$ cat config.mk
export PLATFORM = sky130hd
export DESIGN_NAME = clkref_ctrl
export DESIGN_NICKNAME = d
export VERILOG_FILES = /design/src/rtl/clkref_pkg.sv /design/src/rtl/clkref_regs.sv /design/src/rtl/clkref_stop.sv /design/src/rtl/clkref_div.sv /design/src/rtl/clkref_ctrl.sv
export SDC_FILE = /design/constraint.sdc
export NUM_CORES = 1
export LEC_CHECK = 0
export CORE_MARGIN = 1.5
export CORE_UTILIZATION = 47
export DETAILED_ROUTE_END_ITERATION = 6
export HOLD_SLACK_MARGIN = 0.15
export PLACE_DENSITY_LB_ADDON = 0.08
export SETUP_SLACK_MARGIN = 0.5
export SYNTH_ARGS = -nofsm -noshare
export SYNTH_HDL_FRONTEND = slang
export SYNTH_HIERARCHICAL = 1
export SYNTH_SLANG_ARGS = --single-unit
export TNS_END_PERCENT = 30
$ cat constraint.sdc
create_clock -name clk -period 1.9 [get_ports clk]
set_input_delay 0.285 -clock clk [delete_from_list [all_inputs] [get_ports clk]]
set_output_delay 0.285 -clock clk [all_outputs]
set_load 0.02 [all_outputs]
$ cat src/rtl/clkref_pkg.sv
package clkref_pkg;

  typedef struct packed {
    logic stop_keep;
    logic irc_en;
    logic ref_int;
  } ctrl_a_t;

  localparam int CTRL_A_W = $bits(ctrl_a_t);

  localparam ctrl_a_t CTRL_A_RST = '{stop_keep: 1'b0, irc_en: 1'b0, ref_int: 1'b1};

  localparam int SEL_CTRL_A = 0;
  localparam int SEL_CTRL_B = 1;
  localparam int DIV_RST    = 1;

  // Stop-mode survival rule for the internal reference.
  function automatic logic keep_alive(ctrl_a_t c, logic mode_int);
    return c.stop_keep & (c.irc_en | mode_int);
  endfunction

endpackage

$ cat src/rtl/clkref_regs.sv
module clkref_regs
  import clkref_pkg::*;
#(
  parameter int DATA_W = 8,
  parameter int DIV_W  = 3,
  parameter int ADDR_W = 1
) (
  input  logic              clk,
  input  logic              rst_n,
  input  logic [ADDR_W-1:0] addr,
  input  logic              wr_en,
  input  logic              rd_en,
  input  logic [DATA_W-1:0] wdata,
  output ctrl_a_t           ctrl,
  output logic [DIV_W-1:0]  div_sel,
  output logic              div_restart,
  output logic [DATA_W-1:0] rdata
);

  localparam int DIV_LSB = DATA_W - DIV_W;

  ctrl_a_t           ctrl_q;
  logic [DIV_W-1:0]  div_q;
  logic [DATA_W-1:0] rdata_q;
  logic              hit_a, hit_b;
  logic [DATA_W-1:0] read_mux;
  logic              unused_wbits;

  assign hit_a        = (addr == ADDR_W'(SEL_CTRL_A));
  assign hit_b        = (addr == ADDR_W'(SEL_CTRL_B));
  assign div_restart  = wr_en & hit_b;
  assign unused_wbits = ^wdata;

  always_ff @(posedge clk or negedge rst_n) begin
    if (!rst_n) begin
      ctrl_q <= CTRL_A_RST;
      div_q  <= DIV_W'(DIV_RST);
    end else if (wr_en) begin
      if (hit_a) ctrl_q <= ctrl_a_t'(wdata[CTRL_A_W-1:0]);
      if (hit_b) div_q  <= wdata[DATA_W-1 -: DIV_W];
    end
  end

  always_comb begin
    read_mux = '0;
    if (hit_a)      read_mux = DATA_W'(ctrl_q);
    else if (hit_b) read_mux = {div_q, {DIV_LSB{1'b0}}};
  end

  always_ff @(posedge clk or negedge rst_n) begin
    if (!rst_n)     rdata_q <= '0;
    else if (rd_en) rdata_q <= read_mux;
  end

  assign ctrl    = ctrl_q;
  assign div_sel = div_q;
  assign rdata   = rdata_q;


  div_wr_chk: assert property (@(posedge clk) disable iff (!rst_n)
    div_restart |=> div_sel == $past(wdata[DATA_W-1 -: DIV_W]));


  div_spare_zero_chk: assert property (@(posedge clk) disable iff (!rst_n)
    (rd_en && hit_b) |=> rdata[DIV_LSB-1:0] == '0);


  rd_hold_chk: assert property (@(posedge clk) disable iff (!rst_n)
    !rd_en |=> $stable(rdata));

endmodule

$ cat src/rtl/clkref_stop.sv
module clkref_stop
  import clkref_pkg::*;
(
  input  logic    clk,
  input  logic    rst_n,
  input  logic    stop_req,
  input  logic    mode_int,
  input  ctrl_a_t ctrl,
  output logic    in_stop,
  output logic    mode_held,
  output logic    irc_on
);

  logic stop_q;
  logic mode_q;
  logic stop_entry;

  assign stop_entry = stop_req & ~stop_q;

  always_ff @(posedge clk or negedge rst_n) begin
    if (!rst_n) begin
      stop_q <= 1'b0;
      mode_q <= 1'b0;
    end else begin
      stop_q <= stop_req;
      if (stop_entry) mode_q <= mode_int;
    end
  end

  assign in_stop   = stop_q;
  assign mode_held = mode_q;
  assign irc_on    = stop_q ? keep_alive(ctrl, mode_q) : ctrl.irc_en;


  mode_capture_chk: assert property (@(posedge clk) disable iff (!rst_n)
    stop_entry |=> mode_held == $past(mode_int));


  mode_hold_chk: assert property (@(posedge clk) disable iff (!rst_n)
    (in_stop && stop_req) |=> $stable(mode_held));


  stop_off_chk: assert property (@(posedge clk) disable iff (!rst_n)
    (in_stop && !ctrl.stop_keep) |-> !irc_on);


  stop_keep_chk: assert property (@(posedge clk) disable iff (!rst_n)
    (in_stop && ctrl.stop_keep && ctrl.irc_en) |-> irc_on);

endmodule

$ cat src/rtl/clkref_div.sv
module clkref_div #(
  parameter int DIV_W = 3
) (
  input  logic             clk,
  input  logic             rst_n,
  input  logic [DIV_W-1:0] div_sel,
  input  logic             restart,
  output logic             bus_ce
);

  localparam int CNT_W = (1 << DIV_W) - 1;

  logic [CNT_W-1:0] cnt_q;
  logic [CNT_W-1:0] ones_upto;
  logic             ce;

  always_ff @(posedge clk or negedge rst_n) begin
    if (!rst_n)       cnt_q <= '0;
    else if (restart) cnt_q <= '0;
    else              cnt_q <= cnt_q + CNT_W'(1);
  end

  // ones_upto[i] is high when counter bits i..0 are all ones
  for (genvar i = 0; i < CNT_W; i++) begin : g_ones
    if (i == 0) begin : g_first
      assign ones_upto[i] = cnt_q[0];
    end else begin : g_next
      assign ones_upto[i] = ones_upto[i-1] & cnt_q[i];
    end
  end

  always_comb begin
    if (div_sel == '0) ce = 1'b1;
    else               ce = ones_upto[div_sel - DIV_W'(1)];
  end

  assign bus_ce = ce;


  ce_single_chk: assert property (@(posedge clk) disable iff (!rst_n)
    (bus_ce && div_sel != '0 && !restart) |=> !bus_ce);


  ce_every_chk: assert property (@(posedge clk) disable iff (!rst_n)
    (div_sel == '0) |-> bus_ce);


  restart_chk: assert property (@(posedge clk) disable iff (!rst_n)
    restart |=> bus_ce == (div_sel == '0));

endmodule

$ cat src/rtl/clkref_ctrl.sv
module clkref_ctrl
  import clkref_pkg::*;
#(
  parameter int DATA_W = 8,
  parameter int DIV_W  = 3,
  parameter int ADDR_W = 1
) (
  input  logic              clk,
  input  logic              rst_n,
  input  logic              stop_req,
  input  logic              mode_int_ref,
  input  logic [ADDR_W-1:0] reg_addr,
  input  logic              reg_wr,
  input  logic              reg_rd,
  input  logic [DATA_W-1:0] reg_wdata,
  output logic [DATA_W-1:0] reg_rdata,
  output logic              ref_int_sel,
  output logic              irc_on,
  output logic              bus_ce
);

  ctrl_a_t          ctrl;
  logic [DIV_W-1:0] div_sel;
  logic             div_restart;
  logic             in_stop;
  logic             mode_held;
  logic             unused_stop_view;

  clkref_regs #(.DATA_W(DATA_W), .DIV_W(DIV_W), .ADDR_W(ADDR_W)) u_regs (
    .clk        (clk),
    .rst_n      (rst_n),
    .addr       (reg_addr),
    .wr_en      (reg_wr),
    .rd_en      (reg_rd),
    .wdata      (reg_wdata),
    .ctrl       (ctrl),
    .div_sel    (div_sel),
    .div_restart(div_restart),
    .rdata      (reg_rdata)
  );

  clkref_stop u_stop (
    .clk      (clk),
    .rst_n    (rst_n),
    .stop_req (stop_req),
    .mode_int (mode_int_ref),
    .ctrl     (ctrl),
    .in_stop  (in_stop),
    .mode_held(mode_held),
    .irc_on   (irc_on)
  );

  clkref_div #(.DIV_W(DIV_W)) u_div (
    .clk    (clk),
    .rst_n  (rst_n),
    .div_sel(div_sel),
    .restart(div_restart),
    .bus_ce (bus_ce)
  );

  assign ref_int_sel      = ctrl.ref_int;
  assign unused_stop_view = in_stop ^ mode_held;


  ref_sel_wr_chk: assert property (@(posedge clk) disable iff (!rst_n)
    (reg_wr && reg_addr == ADDR_W'(SEL_CTRL_A)) |=> ref_int_sel == $past(reg_wdata[0]));


  run_follow_chk: assert property (@(posedge clk) disable iff (!rst_n)
    (!in_stop && !$past(reg_wr)) |-> irc_on == $past(irc_on) || $rose(in_stop) || $fell(in_stop));

endmodule

# Yosys cells after proc, flatten, opt, wreduce, memory -nomap -nowiden
# Index checks and enable logic that the tools add are counted.
[totals]
register_bits = 23
in_bits = 15
out_inout_bits = 11
[op_classes]
add_sub_neg = 2
magnitude_cmp = 1
n_mux = 6
n_bitwise = 12
reduce_logical = 3
[ops]
columns = ["operator", "n"]
rows = [
  ["1-bit bitwise AND", 9],
  ["8-bit two-way mux", 1],
  ["7-bit by 1-bit adder with 7-bit output, second input constant", 1],
  ["7-bit two-way mux", 1],
  ["3-bit by 4-bit less-than comparator with 1-bit output, second input constant", 1],
  ["2-bit AND reduction", 2],
  ["1-bit binary-select mux with 3-bit select", 1],
  ["3-bit zero test", 1],
  ["1-bit two-way mux", 3],
  ["3-bit by 1-bit subtractor with 3-bit output, second input constant", 1],
  ["1-bit NOT", 2],
  ["1-bit bitwise OR", 1],
]

# Logic depth before layout (Yosys ltp)
# Gate-level depths: netlist (run 1).
[logic_depth]
word_depth = 9
depth_mapped = 6
depth_no_buf = 6

# Cells and area by module
# The synthesis (run 1) kept the hierarchy.
[modules_own_cells]
columns = ["module", "instances", "cells_each", "area_per_inst_um2", "seq_area_each_um2"]
rows = [
  ["clkref_regs", 1, 43, 501.7, 302.8],
  ["clkref_div", 1, 44, 416.6, 175.2],
  ["clkref_stop", 1, 7, 81.3, 50.0],
]

# Worst setup path after synthesis (run 1)
# No wires, ideal clock.
[synth_path]
path_kind = "register -> output"
from = "register u_regs.div_q[0] (netlist: u_regs/div_sel[0])"
to = "output port bus_ce"
arrival_ns = 1.799
t_required_ns = 1.615
setup_slack_ns = -0.184
stages_incl_launch_ff = 7
path_cell_list = "dfstp_2 > inv_1 > ha_1 > a21oi_1 > nor3_2 > nor4b_1 > nor3_1"
[synth_via]
elab_chain_len = 4
[synth_rtl]
columns = ["item", "line_no", "text"]
rows = [
  ["start, declared", "clkref_regs.sv:23", "logic [DIV_W-1:0] div_q;"],
  ["start signal, assigned", "clkref_regs.sv:37", "div_q <= DIV_W'(DIV_RST);"],
  ["start signal, assigned", "clkref_regs.sv:40", "if (hit_b) div_q <= wdata[DATA_W-1 -: DIV_W];"],
  ["3-bit by 1-bit subtractor with 3-bit output", "clkref_div.sv:34", "else ce = ones_upto[div_sel - DIV_W'(1)];"],
  ["1-bit binary-select mux with 3-bit select", "clkref_div.sv:34", ""],
  ["1-bit two-way mux (not written as such)", "clkref_div.sv:34", ""],
  ["1-bit two-way mux *", "clkref_div.sv:33", "if (div_sel == '0) ce = 1'b1;"],
  ["end, declared", "clkref_ctrl.sv:19", "output logic bus_ce"],
]
# Mark *: on every way between the ends. The rest lies on a longest branch, timed or not. The select of a mux whose other input is x is not followed.

# Worst setup path after layout (run 1)
# Ends and elaborated chain as after synthesis.

==> metrics, run 1 <==
#FFs+latches synth 21; Synth Area in Adders between 5 and 6%; clk_skew approximately 0.0012 ns; GRT Total Usage 17.4%; setup TNS -0.265 ns; worst-skew pair later-pin latency 0.30 ns; commonest non-fill, non-tap cell in the layout dfrtp_1; crit share post-route 114%; outcome complete, but fails checks; fill count between 150 and 200; f_max 462 MHz; WL final between 1.5 and 2 mm; Via density just under 5; mux contribution to synthesized area 7.88%; Core Region about 0.002 mm^2; fin nets about 150; first-pass GRT wire length between 3 and 4 mm; RSZ-0062 raised after global routing true; Final Hold Fails 0; largest net degree at the start of global routing 22; EDFF count, synth 0; commonest non-fill, non-tap cells in the layout dfrtp_1 (19), clkdlybuf4s50_1 (12), buf_4 (12); via count around 750; num rows 16; worst setup margin -0.265 ns; Synth cell types 27; Peak VDD IR 637 uV; drt pass-1 iters 4; Pwr Total between 0.001 and 0.0015 W; clock buffer depth 2; IO Count 26; Routed WL per cell 12.0 um; TritonCTS clock tree done; sequential area share after synthesis roughly 53%; gr ovfl total 0; data arrival time of the critical path ~1.9 ns; Mapped Area 1000 um^2; DRC violations left 0; Area Overhead vs Synth 35.2%; 1st-iter DRT viols 6; critical path class reg2out; CP Max Fanout 6; DIE AREA between 0.002 and 0.0025 mm^2; CP endpoint kind output port; leakage about 0.63 nW; Sink Count 21; failing checks setup timing; Die Width roughly 50 um; Simple-Gate Fraction of Synth Area between 10% and 20%; cts bufs inserted 3; Inserted Diodes 0; Buffers on Ports 21; largest family of logic cells by synthesized area simple AND/OR/NAND/NOR gates; initial antenna violation count 0; max-slew violations 0; Syn. warnings 6; Synth async-reset ratio between 90% and 100%; final-report setup violation count 1; RePlAce Congestion approximately 0.74; crit path time final 2.16 ns; Util after Layout between 60 and 70%; number of global-route vias before repair roughly 800; htree depth 1; layout cells sized above 1 between 20% and 30%; Die Y a little under 50 um; Mean Syn Cell Area between 10 and 15 um^2; Hold WS 0.315 ns; Cells after Synth 94; Hold Path Class in2async; CP Launch Type flop; Crit path required time around 1.6 ns; Post-DP Area 0.00132 mm^2; Worst-path clk slew about 0.11 ns; Max Cap Viol 0; Power Density between 800 and 900 mW/mm^2; final instance area roughly 0.0014 mm^2; main flop type after synthesis dfrtp_1; hpwl dp 1.39 mm; post-synthesis xor/xnor area fraction roughly 1.8%; compound-gate portion of the synthesized area between 9 and 10%; root buf cell clkbuf_4; Final ANT Viol Nets 0; Starting Density roughly half
==> worst max-delay path, cell delays in order (launching register included) <==
cell and delay, ns:
dfstp_2 0.55, inv_2 0.05, ha_4 0.29, a21oi_2 0.06, nor3_2 0.23, nor4b_2 0.08, nor3_2 0.16, buf_4 0.16
==> power breakdown <==
| part | leakage (nW) | total [W] | switching (W) | internal, W |
|---|---|---|---|---|
| Clock | 0.0177 | 0.000211 | 0.000132 | 0.0000784 |
| Sequential | 0.262 | 0.000558 | 0.0000394 | 0.000518 |
| Combinational | 0.345 | 0.000396 | 0.000191 | 0.000205 |
==> final timing paths <==
kind,startpoint,endpoint,slack [ns],cells after the start
min,rst_n,u_regs/rdata[5],0.32,2
min in group clk,stop_req,u_stop/in_stop,0.44,1
min reg2reg,u_stop/mode_held,u_stop/mode_held,0.52,1
max,u_regs/div_sel[0],bus_ce,-0.26,7
max in group asynchronous,rst_n,u_regs/ctrl[0],1.32,2
max reg2reg,u_div/cnt_q[0],u_div/cnt_q[6],0.64,5
==> kinds of logic (layout without fill, tap and decap cells) <==
family          count (synthesis)  in the layout
compound gates                 17             17
xor+xnor                        2              2
fa+ha+maj                       4              4
buf+inv                        13             46
flops                          21             21
mux                             7              7
other cells                     1              2
simple gates                   29             29
==> registers in the layout, indices dropped and copies added, names as in the netlist <==
| register | cells |
|---|---|
| u_stop/in_stop | 1 |
| u_regs/div_sel | 3 |
| u_stop/mode_held | 1 |
| u_regs/rdata | 6 |
| u_regs/ctrl | 3 |
| u_div/cnt_q | 7 |
==> routing by layer <==
layer / routed length, um / global-route usage, % / vias up
met1: 862 / 23.0 / 347
met4: 0 / 5.71 / 0
met2: 916 / 28.4 / 19
li1: - / - / 387
met3: 78 / 3.68 / 0
met5: 0 / 0 / -
==> synth_stat cells, types with 3 or more instances <==
library cell  instances  share of area [%]
mux2_1                4                4.5
a21oi_1               6                3.0
ha_1                  4                5.0
inv_1                10                3.8
nor2_1                3                1.1
dfrtp_1              19                 48
o21ai_0               8                4.0
nand3_1               7                3.5
nor2b_1               4                2.5
or3_1                 3                1.9
nand3b_1              3                2.3
mux2_2                3                3.4
==> cell type report <==
cell class | count | area [um^2] | share of cell area [%]
flip-flops and latches | 21 | 528 | 39.1
multi-input cells | 61 | 452 | 33.4
repair buffers | 32 | 273 | 20.2
inverters | 10 | 37.5 | 2.78
well taps | 27 | 33.8 | 2.50
clock buffers | 3 | 22.5 | 1.67
clock inverters | 1 | 5.00 | 0.370
==> stage by stage <==
stage | instances | setup slack (ns)
2_1_floorplan | 95 | 0.0584
3_3_place_gp | 150 | -0.347
3_5_place_dp | 150 | -0.382
4_1_cts | 155 | -0.294
5_1_grt | 155 | -0.403
6_report | 155 | -0.265
==> timing repair <==
| action | in CTS | in global routing |
|---|---|---|
| pin swaps | 0 | 5 |
| setup endpoints to repair | 9 | 1 |
| resized for setup | 20 | 2 |
| buffers inserted | 1 | 0 |
| hold endpoints to repair | 0 | 0 |
| hold buffers | 0 | 0 |
Note: power is estimated with default switching activity, not from simulation.
==> run 2, diff against run 1 <==
CTS_CLUSTER_SIZE = 8   (was unset)
==> results of run 2 <==
No change in the layout: final DEF, timing and power equal those of run 1.
